$ cat config.mk
export PLATFORM = sky130hd
export DESIGN_NAME = uart_wire_master
export DESIGN_NICKNAME = d
export VERILOG_FILES = /design/src/rtl/uwm_pkg.sv /design/src/rtl/uwm_datapath.sv /design/src/rtl/uwm_ctrl.sv /design/src/rtl/uart_wire_master.sv
export SDC_FILE = /design/constraint.sdc
export NUM_CORES = 1
export LEC_CHECK = 0
export ABC_AREA = 1
export CORE_UTILIZATION = 58
export DETAILED_ROUTE_END_ITERATION = 12
export PLACE_DENSITY = 0.78
export SLEW_MARGIN = 20
export SYNTH_ARGS = -nofsm -noshare
export SYNTH_HDL_FRONTEND = slang
export SYNTH_SLANG_ARGS = --single-unit
$ cat constraint.sdc
create_clock -name clk -period 2 [get_ports clk]
set_input_delay 0.2 -clock clk [delete_from_list [all_inputs] [get_ports clk]]
set_output_delay 0.2 -clock clk [all_outputs]
set_load 0.02 [all_outputs]
$ cat src/rtl/uwm_pkg.sv
package uwm_pkg;

  typedef enum logic [1:0] {
    OP_RESET = 2'd0,
    OP_WRITE = 2'd1,
    OP_READ  = 2'd2,
    OP_NONE  = 2'd3
  } opcode_e;

  // strobes and frame setup handed from control to datapath
  typedef struct packed {
    logic       start;
    logic       fast;
    logic [7:0] txByte;
  } dp_ctrl_s;

  localparam logic [7:0] PAT_RESET  = 8'hF0;
  localparam logic [7:0] PAT_ZERO   = 8'h80;
  localparam logic [7:0] PAT_SHORT  = 8'hFF;

endpackage

$ cat src/rtl/uwm_datapath.sv
module uwm_datapath
  import uwm_pkg::*;
#(
  parameter int SLOW_DIV = 325,
  parameter int FAST_DIV = 27,
  parameter int OVS      = 16
) (
  input  logic       clk,
  input  logic       rstN,
  input  dp_ctrl_s   dpCtrl,
  input  logic       lineIn,
  output logic       lineOe,
  output logic       frameDone,
  output logic [7:0] rxByte,
  output logic       rateFast
);
  localparam int DATA_BITS  = 8;
  localparam int FRAME_BITS = DATA_BITS + 2;
  localparam int MAX_DIV    = (SLOW_DIV > FAST_DIV) ? SLOW_DIV : FAST_DIV;
  localparam int DIV_W      = $clog2(MAX_DIV) + 1;
  localparam int SUB_W      = $clog2(OVS);
  localparam int IDX_W      = $clog2(FRAME_BITS);

  logic                  active;
  logic                  fastSel;
  logic [DIV_W-1:0]      divCnt;
  logic [SUB_W-1:0]      subCnt;
  logic [IDX_W-1:0]      bitIdx;
  logic [FRAME_BITS-1:0] txShift;
  logic [DATA_BITS-1:0]  rxShift;
  logic [1:0]            syncQ;
  logic                  divLast;
  logic                  tick;
  logic                  midTick;
  logic                  endTick;
  logic                  dataBit;

  assign divLast = fastSel ? (divCnt == DIV_W'(FAST_DIV - 1))
                           : (divCnt == DIV_W'(SLOW_DIV - 1));
  assign tick    = active && divLast;
  assign midTick = tick && (subCnt == SUB_W'(OVS / 2 - 1));
  assign endTick = tick && (subCnt == SUB_W'(OVS - 1));
  assign dataBit = (bitIdx != '0) && (bitIdx != IDX_W'(FRAME_BITS - 1));

  always_ff @(posedge clk) begin
    if (!rstN) begin
      active    <= 1'b0;
      fastSel   <= 1'b0;
      divCnt    <= '0;
      subCnt    <= '0;
      bitIdx    <= '0;
      txShift   <= '1;
      rxShift   <= '0;
      syncQ     <= 2'b11;
      frameDone <= 1'b0;
    end else begin
      syncQ     <= {syncQ[0], lineIn};
      frameDone <= 1'b0;
      if (dpCtrl.start && !active) begin
        active  <= 1'b1;
        fastSel <= dpCtrl.fast;
        divCnt  <= '0;
        subCnt  <= '0;
        bitIdx  <= '0;
        txShift <= {1'b1, dpCtrl.txByte, 1'b0};
      end else if (active) begin
        if (tick) begin
          divCnt <= '0;
          subCnt <= subCnt + 1'b1;
        end else begin
          divCnt <= divCnt + 1'b1;
        end
        if (midTick && dataBit) begin
          rxShift <= {syncQ[1], rxShift[DATA_BITS-1:1]};
        end
        if (endTick) begin
          txShift <= {1'b1, txShift[FRAME_BITS-1:1]};
          bitIdx  <= bitIdx + 1'b1;
          if (bitIdx == IDX_W'(FRAME_BITS - 1)) begin
            active    <= 1'b0;
            frameDone <= 1'b1;
          end
        end
      end
    end
  end

  assign lineOe   = active && !txShift[0];
  assign rxByte   = rxShift;
  assign rateFast = fastSel;

endmodule

$ cat src/rtl/uwm_ctrl.sv
module uwm_ctrl
  import uwm_pkg::*;
(
  input  logic       clk,
  input  logic       rstN,
  input  logic       cmdValid,
  input  logic [1:0] cmdOp,
  input  logic       cmdBit,
  input  logic       frameDone,
  input  logic [7:0] rxByte,
  output dp_ctrl_s   dpCtrl,
  output logic       busy,
  output logic       doneStb,
  output logic       presence,
  output logic       readBit
);
  typedef enum logic {ST_IDLE, ST_RUN} state_e;

  state_e  state;
  opcode_e curOp;
  opcode_e newOp;
  logic    accept;

  assign newOp  = opcode_e'(cmdOp);
  assign accept = (state == ST_IDLE) && cmdValid && (newOp != OP_NONE);

  always_comb begin
    dpCtrl.start = accept;
    dpCtrl.fast  = (newOp != OP_RESET);
    if (newOp == OP_RESET)
      dpCtrl.txByte = PAT_RESET;
    else if ((newOp == OP_WRITE) && !cmdBit)
      dpCtrl.txByte = PAT_ZERO;
    else
      dpCtrl.txByte = PAT_SHORT;
  end

  always_ff @(posedge clk) begin
    if (!rstN) begin
      state    <= ST_IDLE;
      curOp    <= OP_NONE;
      doneStb  <= 1'b0;
      presence <= 1'b0;
      readBit  <= 1'b0;
    end else begin
      doneStb <= 1'b0;
      if (accept) begin
        state <= ST_RUN;
        curOp <= newOp;
      end else if ((state == ST_RUN) && frameDone) begin
        state   <= ST_IDLE;
        doneStb <= 1'b1;
        if (curOp == OP_RESET) presence <= (rxByte != PAT_RESET);
        if (curOp == OP_READ)  readBit  <= (rxByte == PAT_SHORT);
      end
    end
  end

  assign busy = (state == ST_RUN);

endmodule

$ cat src/rtl/uart_wire_master.sv
module uart_wire_master
  import uwm_pkg::*;
#(
  parameter int CLK_HZ    = 50_000_000,
  parameter int SLOW_BAUD = 9600,
  parameter int FAST_BAUD = 115200,
  parameter int OVS       = 16
) (
  input  logic       clk,
  input  logic       rstN,
  input  logic       cmdValid,
  input  logic [1:0] cmdOp,
  input  logic       cmdBit,
  output logic       busy,
  output logic       doneStb,
  output logic       presence,
  output logic       readBit,
  output logic       lineOe,
  input  logic       lineIn
);
  localparam int SLOW_DIV = (CLK_HZ + SLOW_BAUD * OVS / 2) / (SLOW_BAUD * OVS);
  localparam int FAST_DIV = (CLK_HZ + FAST_BAUD * OVS / 2) / (FAST_BAUD * OVS);

  dp_ctrl_s   dpCtrl;
  logic       frameDone;
  logic [7:0] rxByte;
  logic       rateFast;

  uwm_ctrl i_ctrl (
    .clk      (clk),
    .rstN     (rstN),
    .cmdValid (cmdValid),
    .cmdOp    (cmdOp),
    .cmdBit   (cmdBit),
    .frameDone(frameDone),
    .rxByte   (rxByte),
    .dpCtrl   (dpCtrl),
    .busy     (busy),
    .doneStb  (doneStb),
    .presence (presence),
    .readBit  (readBit)
  );

  uwm_datapath #(
    .SLOW_DIV(SLOW_DIV),
    .FAST_DIV(FAST_DIV),
    .OVS     (OVS)
  ) i_datapath (
    .clk      (clk),
    .rstN     (rstN),
    .dpCtrl   (dpCtrl),
    .lineIn   (lineIn),
    .lineOe   (lineOe),
    .frameDone(frameDone),
    .rxByte   (rxByte),
    .rateFast (rateFast)
  );

endmodule

; Word level (Yosys, flattened, before mapping)
; Index checks and enable logic that the tools add are counted.
[totals]
input_bits = 7
regBits = 46
output_inout_bits = 5
word_cells = 79
[classes]
n_eq_ne = 11
n_reduce_logical = 30
muxes = 15
n_addsub = 3
bitwise_logic = 6
[op_table]
columns = op, count
row1 = $mux W9, 3
row2 = $mux W7, 2
row3 = $logic_and A1 B1 Y1, 11
row4 = $add A10 B1 Y10 const B, 1
row5 = $eq A10 B5 Y1 const B, 1
row6 = $eq A10 B9 Y1 const B, 1
row7 = $mux W10, 1
row8 = $mux W1, 9
row9 = $reduce_and A3 Y1, 3
row10 = $add A4 B1 Y4 const B, 2
row11 = $eq A4 B4 Y1 const B, 2
row12 = $eq A8 B8 Y1 const B, 1
row13 = $ne A8 B8 Y1 const B, 1
row14 = $reduce_bool A2 Y1, 4
row15 = $not A1 Y1, 6
row16 = $reduce_and A2 Y1, 3
row17 = $eq A4 B3 Y1 const B, 1
row18 = $logic_not A2 Y1, 2
row19 = $ne A4 B4 Y1 const B, 1
row20 = $reduce_bool A4 Y1, 1
row21 = $reduce_or A2 Y1, 2
row22 = $reduce_or A4 Y1, 1
row23 = $logic_not A1 Y1, 3
row24 = $eq A2 B1 Y1 const B, 1
row25 = other kinds (2), 2

; Depth between registers and ports, before layout
; Gate-level depths: netlist (run 1).
[logic_depth]
ltp_word = 7
ltp_mapped = 11
mapped_depth_nobuf = 11

; By module
; From an unflattened synthesis (run 1), not the netlist that was laid out.
[hier_totals]
hier_cells = 317
area_unflattened_um2 = 2233.4
[modules_own_cells]
columns = module, seq_area_each_um2, cells_each, instances, area_each_um2
row1 = uwm_datapath, 800.8, 256, 1, 1858.0
row2 = uwm_ctrl, 120.1, 61, 1, 375.4

; Least setup slack after synthesis (run 1)
; No wires, ideal clock.
[synth_path]
kind = reg-to-reg
startpoint = register i_datapath.divCnt[0]
endpoint = register i_datapath.txShift[2]
path_stages_with_launch = 11
t_arrival_ns = 1.256
n_path_buf = 1
required_ns = 1.867
synth_period_minus_slack_ns = 1.389
slack_ns = 0.611
setup_time_ns = 0.133
path_cell_list = dfxtp_1 > nand2_2 > nor2_1 > nand2_1 > nand2_2 > nand2_2 > nor2_2 > nand2_2 > buf_6 > nand3_1 > nand3_1
[synth_via]
elab_chain_cells = 6
elab_cells_between_ends = 7
cone_classes = eq/ne (2) / mux (1) / reduce/logical (4)
[synth_lines]
columns = item, line_no
row1 = "start, declared", uwm_datapath.sv:26  ; logic [DIV_W-1:0] divCnt;
row2 = "start signal, assigned", uwm_datapath.sv:71  ; divCnt <= divCnt + 1'b1;
row3 = $eq A10 B9 Y1 / $eq A10 B5 Y1 (equally long branches), "uwm_datapath.sv:39, uwm_datapath.sv:38"
row4 = $mux W1 (*), uwm_datapath.sv:38  ; assign divLast = fastSel ? (divCnt == DIV_W'(FAST_DIV - 1))
row5 = $logic_and A1 B1 Y1 (*), uwm_datapath.sv:40  ; assign tick = active && divLast;
row6 = $logic_and A1 B1 Y1 (*), uwm_datapath.sv:42  ; assign endTick = tick && (subCnt == SUB_W'(OVS - 1));
row7 = $reduce_bool A2 Y1 (no source line) (*), -
row8 = $reduce_and A2 Y1 (no source line) (*), -
row9 = "end signal, assigned", uwm_datapath.sv:65  ; txShift <= {1'b1, dpCtrl.txByte, 1'b0};
row10 = "end signal, assigned", uwm_datapath.sv:77  ; txShift <= {1'b1, txShift[FRAME_BITS-1:1]};
row11 = "end, declared", uwm_datapath.sv:29  ; logic [FRAME_BITS-1:0] txShift;
; Mark *: on every way between the ends. The rest lies on a longest branch, timed or not.
; A chain may end at the register's enable or synchronous reset.

; Worst setup path in the final report (run 1)
[layout_path]
startpoint = register i_datapath.active
endpoint = output lineOe
[layout_via]
elab_chain_cells = 1
[layout_lines]
columns = item, line_no
row1 = "start, declared", uwm_datapath.sv:24  ; logic active;
row2 = "start signal, assigned", uwm_datapath.sv:47  ; active <= 1'b0;
row3 = "start signal, assigned", uwm_datapath.sv:60  ; active <= 1'b1;
row4 = "start signal, assigned", uwm_datapath.sv:80  ; active <= 1'b0;
row5 = $logic_and A1 B1 Y1, uwm_datapath.sv:88  ; assign lineOe = active && !txShift[0];
row6 = "end, declared", uart_wire_master.sv:18  ; output logic lineOe,
; Every way passes these cells.

==> results of run 1 <==
[registers in the layout, summed over array words and instances (netlist names)]
register / count
i_datapath.divCnt: 10
i_ctrl.busy: 1
i_ctrl.doneStb: 1
i_datapath.frameDone: 1
i_ctrl.readBit: 1
i_datapath.subCnt: 4
i_ctrl.curOp: 2
i_datapath.rxByte: 8
i_datapath.txShift: 8
i_datapath.bitIdx: 4
i_ctrl.presence: 1
i_datapath.active: 1
i_datapath.syncQ: 2
i_datapath.rateFast: 1
[synth_stat cells, types with 4 or more instances]
| cell type | number |
|---|---|
| nand2_2 | 8 |
| nor3_1 | 7 |
| nand3_1 | 26 |
| a21oi_1 | 14 |
| ha_1 | 5 |
| o21ai_0 | 11 |
| nor2_1 | 46 |
| inv_1 | 21 |
| inv_2 | 4 |
| nand2_1 | 46 |
| dfxtp_1 | 45 |
[critical path, cell delays in order, from the launching register on]
cell and delay [ns]:
dfxtp_1 0.42, inv_2 0.10, nor2_1 0.10, clkdlybuf4s50_1 0.61
[metrics by stage]
stage                     hold WS [ns]  utilization [%]  power (W)  setup slack [ns]
after floorplan                  0.307                -    0.00108             0.611
after global placement           0.395             66.7    0.00113             0.286
after detailed placement         0.409             66.7    0.00114             0.221
after CTS                        0.390             68.6    0.00159             0.176
after global routing             0.395             68.6    0.00166            0.0908
final                            0.399             68.6    0.00158             0.201
[per-layer routing]
layer / GRT usage [%] / up-vias / share of wire [%]
li1: - / 922 / -
met1: 29.2 / 762 / 52
met4: 9.52 / 0 / 1.5
met3: 8.07 / 5 / 2.6
met5: 0 / - / 0
met2: 34.4 / 14 / 44
[power by group through the flow]
stage          Sequential, W  Combinational (W)  Clock, W
4_1_cts             0.000943           0.000177  0.000474
6_report            0.000943           0.000175  0.000465
5_1_grt             0.000947           0.000199  0.000515
3_3_place_gp        0.000961           0.000171         0
2_1_floorplan       0.000959           0.000124         0
3_5_place_dp        0.000963           0.000175         0
[cell families (layout without fill, tap and decap cells)]
family	Yosys count	count (layout)	synth area share [%]
simple gates	150	150	35.2
buf+inv	33	54	6.88
flops	45	45	43.5
fa+ha+maj	5	5	3.02
compound gates	34	34	9.35
xor+xnor	5	5	2.11
[cell type report]
| cell class | count | area [sq um] | area share (%) |
|---|---|---|---|
| Timing Repair Buffer | 19 | 170 | 7.32 |
| Inverter | 27 | 103 | 4.41 |
| Clock inverter | 2 | 13.8 | 0.592 |
| Clock buffer | 6 | 51.3 | 2.21 |
| Tap cell | 46 | 57.6 | 2.47 |
| Multi-Input combinational cell | 194 | 1030 | 44.3 |
| Sequential cell | 45 | 901 | 38.7 |
[final timing paths]
kind                                                         from                            endpoint  slack, ns  cells past startpoint
worst min-delay path                                       lineIn      i_datapath.syncQ[0]$_SDFF_PN1_       0.40                      2
worst max register to register  i_datapath.subCnt[0]$_SDFFE_PP0P_  i_datapath.txShift[2]$_SDFFE_PN1P_       0.40                      7
worst min register to register     i_datapath.syncQ[0]$_SDFF_PN1_      i_datapath.syncQ[1]$_SDFF_PN1_       0.43                      1
worst max-delay path                 i_datapath.active$_SDFF_PN0_                              lineOe       0.20                      3
==> impl_metrics.py, run 1 <==
metrics = {
    "status": {
        "status": "finished, final reports clean",
    },
    "critical_path": {
        "worstSetupEndpointType": "output port",
        "path_max_fanout": 4,
        "worstPathRequired_ns": 1.80,
        "critical_path_class": "flip-flop to output port",
        "critPathLaunchType": "flip-flop",
        "arrival_ns": 1.60,
    },
    "job": {
        "maxCapViolations": 0,
    },
    "synthesis": {
        "synth_top_area_share_pct": 43.5,
        "synth_warnings": 0,
        "synthFlopType": "dfxtp_1",
        "synthTopCellsByArea": "dfxtp_1, nand2_1, nor2_1",
        "synth_cells": 272,
        "yosys.area.top_type": "dfxtp_1",
        "ys_seq_elements": 45,
        "syn-num-nets": 284,
        "synth_area_per_cell_sq_um": 7.62,
        "synth_cell_type_count": 35,
        "synth_edf_count": 0,
        "seq_area_frac_synth_pct": 43.5,
        "synthArstFlopShare_pct": 0,
        "netlist_area_sq_mm": 0.00207,
    },
    "timing": {
        "period_needed_ns": 1.80,
        "rsz0062_at_grt": "no",
        "period_share_pct": 90.0,
        "max-slew-margin-rel_pct": 76.3,
        "worst_pin_slew_ns": 0.354,
        "tns_ns": 0,
        "clock_skew_ns": 0.0104,
        "setup_violations": 0,
        "hold_violations": 0,
        "timing.fmax_ghz": 0.556,
        "drv_slew": 0,
    },
    "power_and_ir_drop": {
        "p_clk_share_pct": 29.4,
        "power_density_mw_per_mm2": 680,
        "intPower_w": 0.00117,
        "switchingPower_w": 0.000413,
        "switching_share_pct": 26.1,
        "irDropWorstVdd_mv": 0.571,
        "p_leak_nw": 1.01,
        "p_seq_share_pct": 59.6,
        "p_comb_share_pct": 11.1,
    },
    "global_routing": {
        "track_usage_pct": 22.6,
        "grt_max_degree": 15,
        "grt_pass1_wl_microns": 6110,
        "overflow": 0,
        "grt_pass1_vias": 1414,
        "antenna_found_initial": 0,
    },
    "die": {
        "fp.dieH_microns": 61.8,
        "rows": 21,
        "start_util_pct": 61.2,
        "fp.dieW_microns": 61.8,
        "io_pins": 12,
        "fp.coreArea_sq_mm": 0.00339,
        "dieArea_sq_mm": 0.00382,
    },
    "cts": {
        "clock_path_buffers": 2,
        "clock_latency_ns": 0.37,
        "cts_tree": "built",
        "cts_resized": 0,
        "cts-root-buf": "clkbuf_4",
        "path_clk_slew_ns": 0.13,
        "cts_setup_buffers": 0,
        "cts.sinks": 45,
        "ctsHoldBuffers": 0,
        "numCtsBuffers": 5,
        "htreeDepth": 2,
    },
    "cells_and_area": {
        "nNetsFinal": 304,
        "drive_gt1_share_pct": 14.7,
        "n_fill_cell": 299,
        "antenna_cells": 0,
        "syn_to_final_growth_pct": 12.2,
        "mostFrequentLayoutCells": "nor2_1, nand2_1, dfxtp_1",
        "fin_cells": 339,
        "design_area_sq_mm": 0.00233,
    },
    "drt": {
        "wirelength_microns": 3820,
        "ant_nets": 0,
        "vias_per_cell": 5.02,
        "drc": 0,
        "vias": 1703,
        "dr.first_iter.drc_count": 126,
        "wl_per_cell_microns": 11.3,
        "firstDrtPassIters": 4,
    },
    "placed_design": {
        "place_congestion": 0.828,
        "placed_area_sq_mm": 0.00226,
        "place_hpwl_microns": 2860,
        "place.port_buffers": 11,
        "dp.cells": 331,
    },
    "min_path": {
        "min_path_type": "input pin to flip-flop",
    },
}
(Power assumes the default switching activity.)
==> inputs of run 2 (changes only) <==
--- a/config.mk
+++ b/config.mk
@@ -8,6 +8,7 @@
 export ABC_AREA = 1
 export CORE_UTILIZATION = 58
 export DETAILED_ROUTE_END_ITERATION = 12
+export GPL_ROUTABILITY_DRIVEN = 1
 export PLACE_DENSITY = 0.78
 export SLEW_MARGIN = 20
 export SYNTH_ARGS = -nofsm -noshare
==> results of run 2 <==
The final DEF is identical to that of run 1; final timing and power are the same.
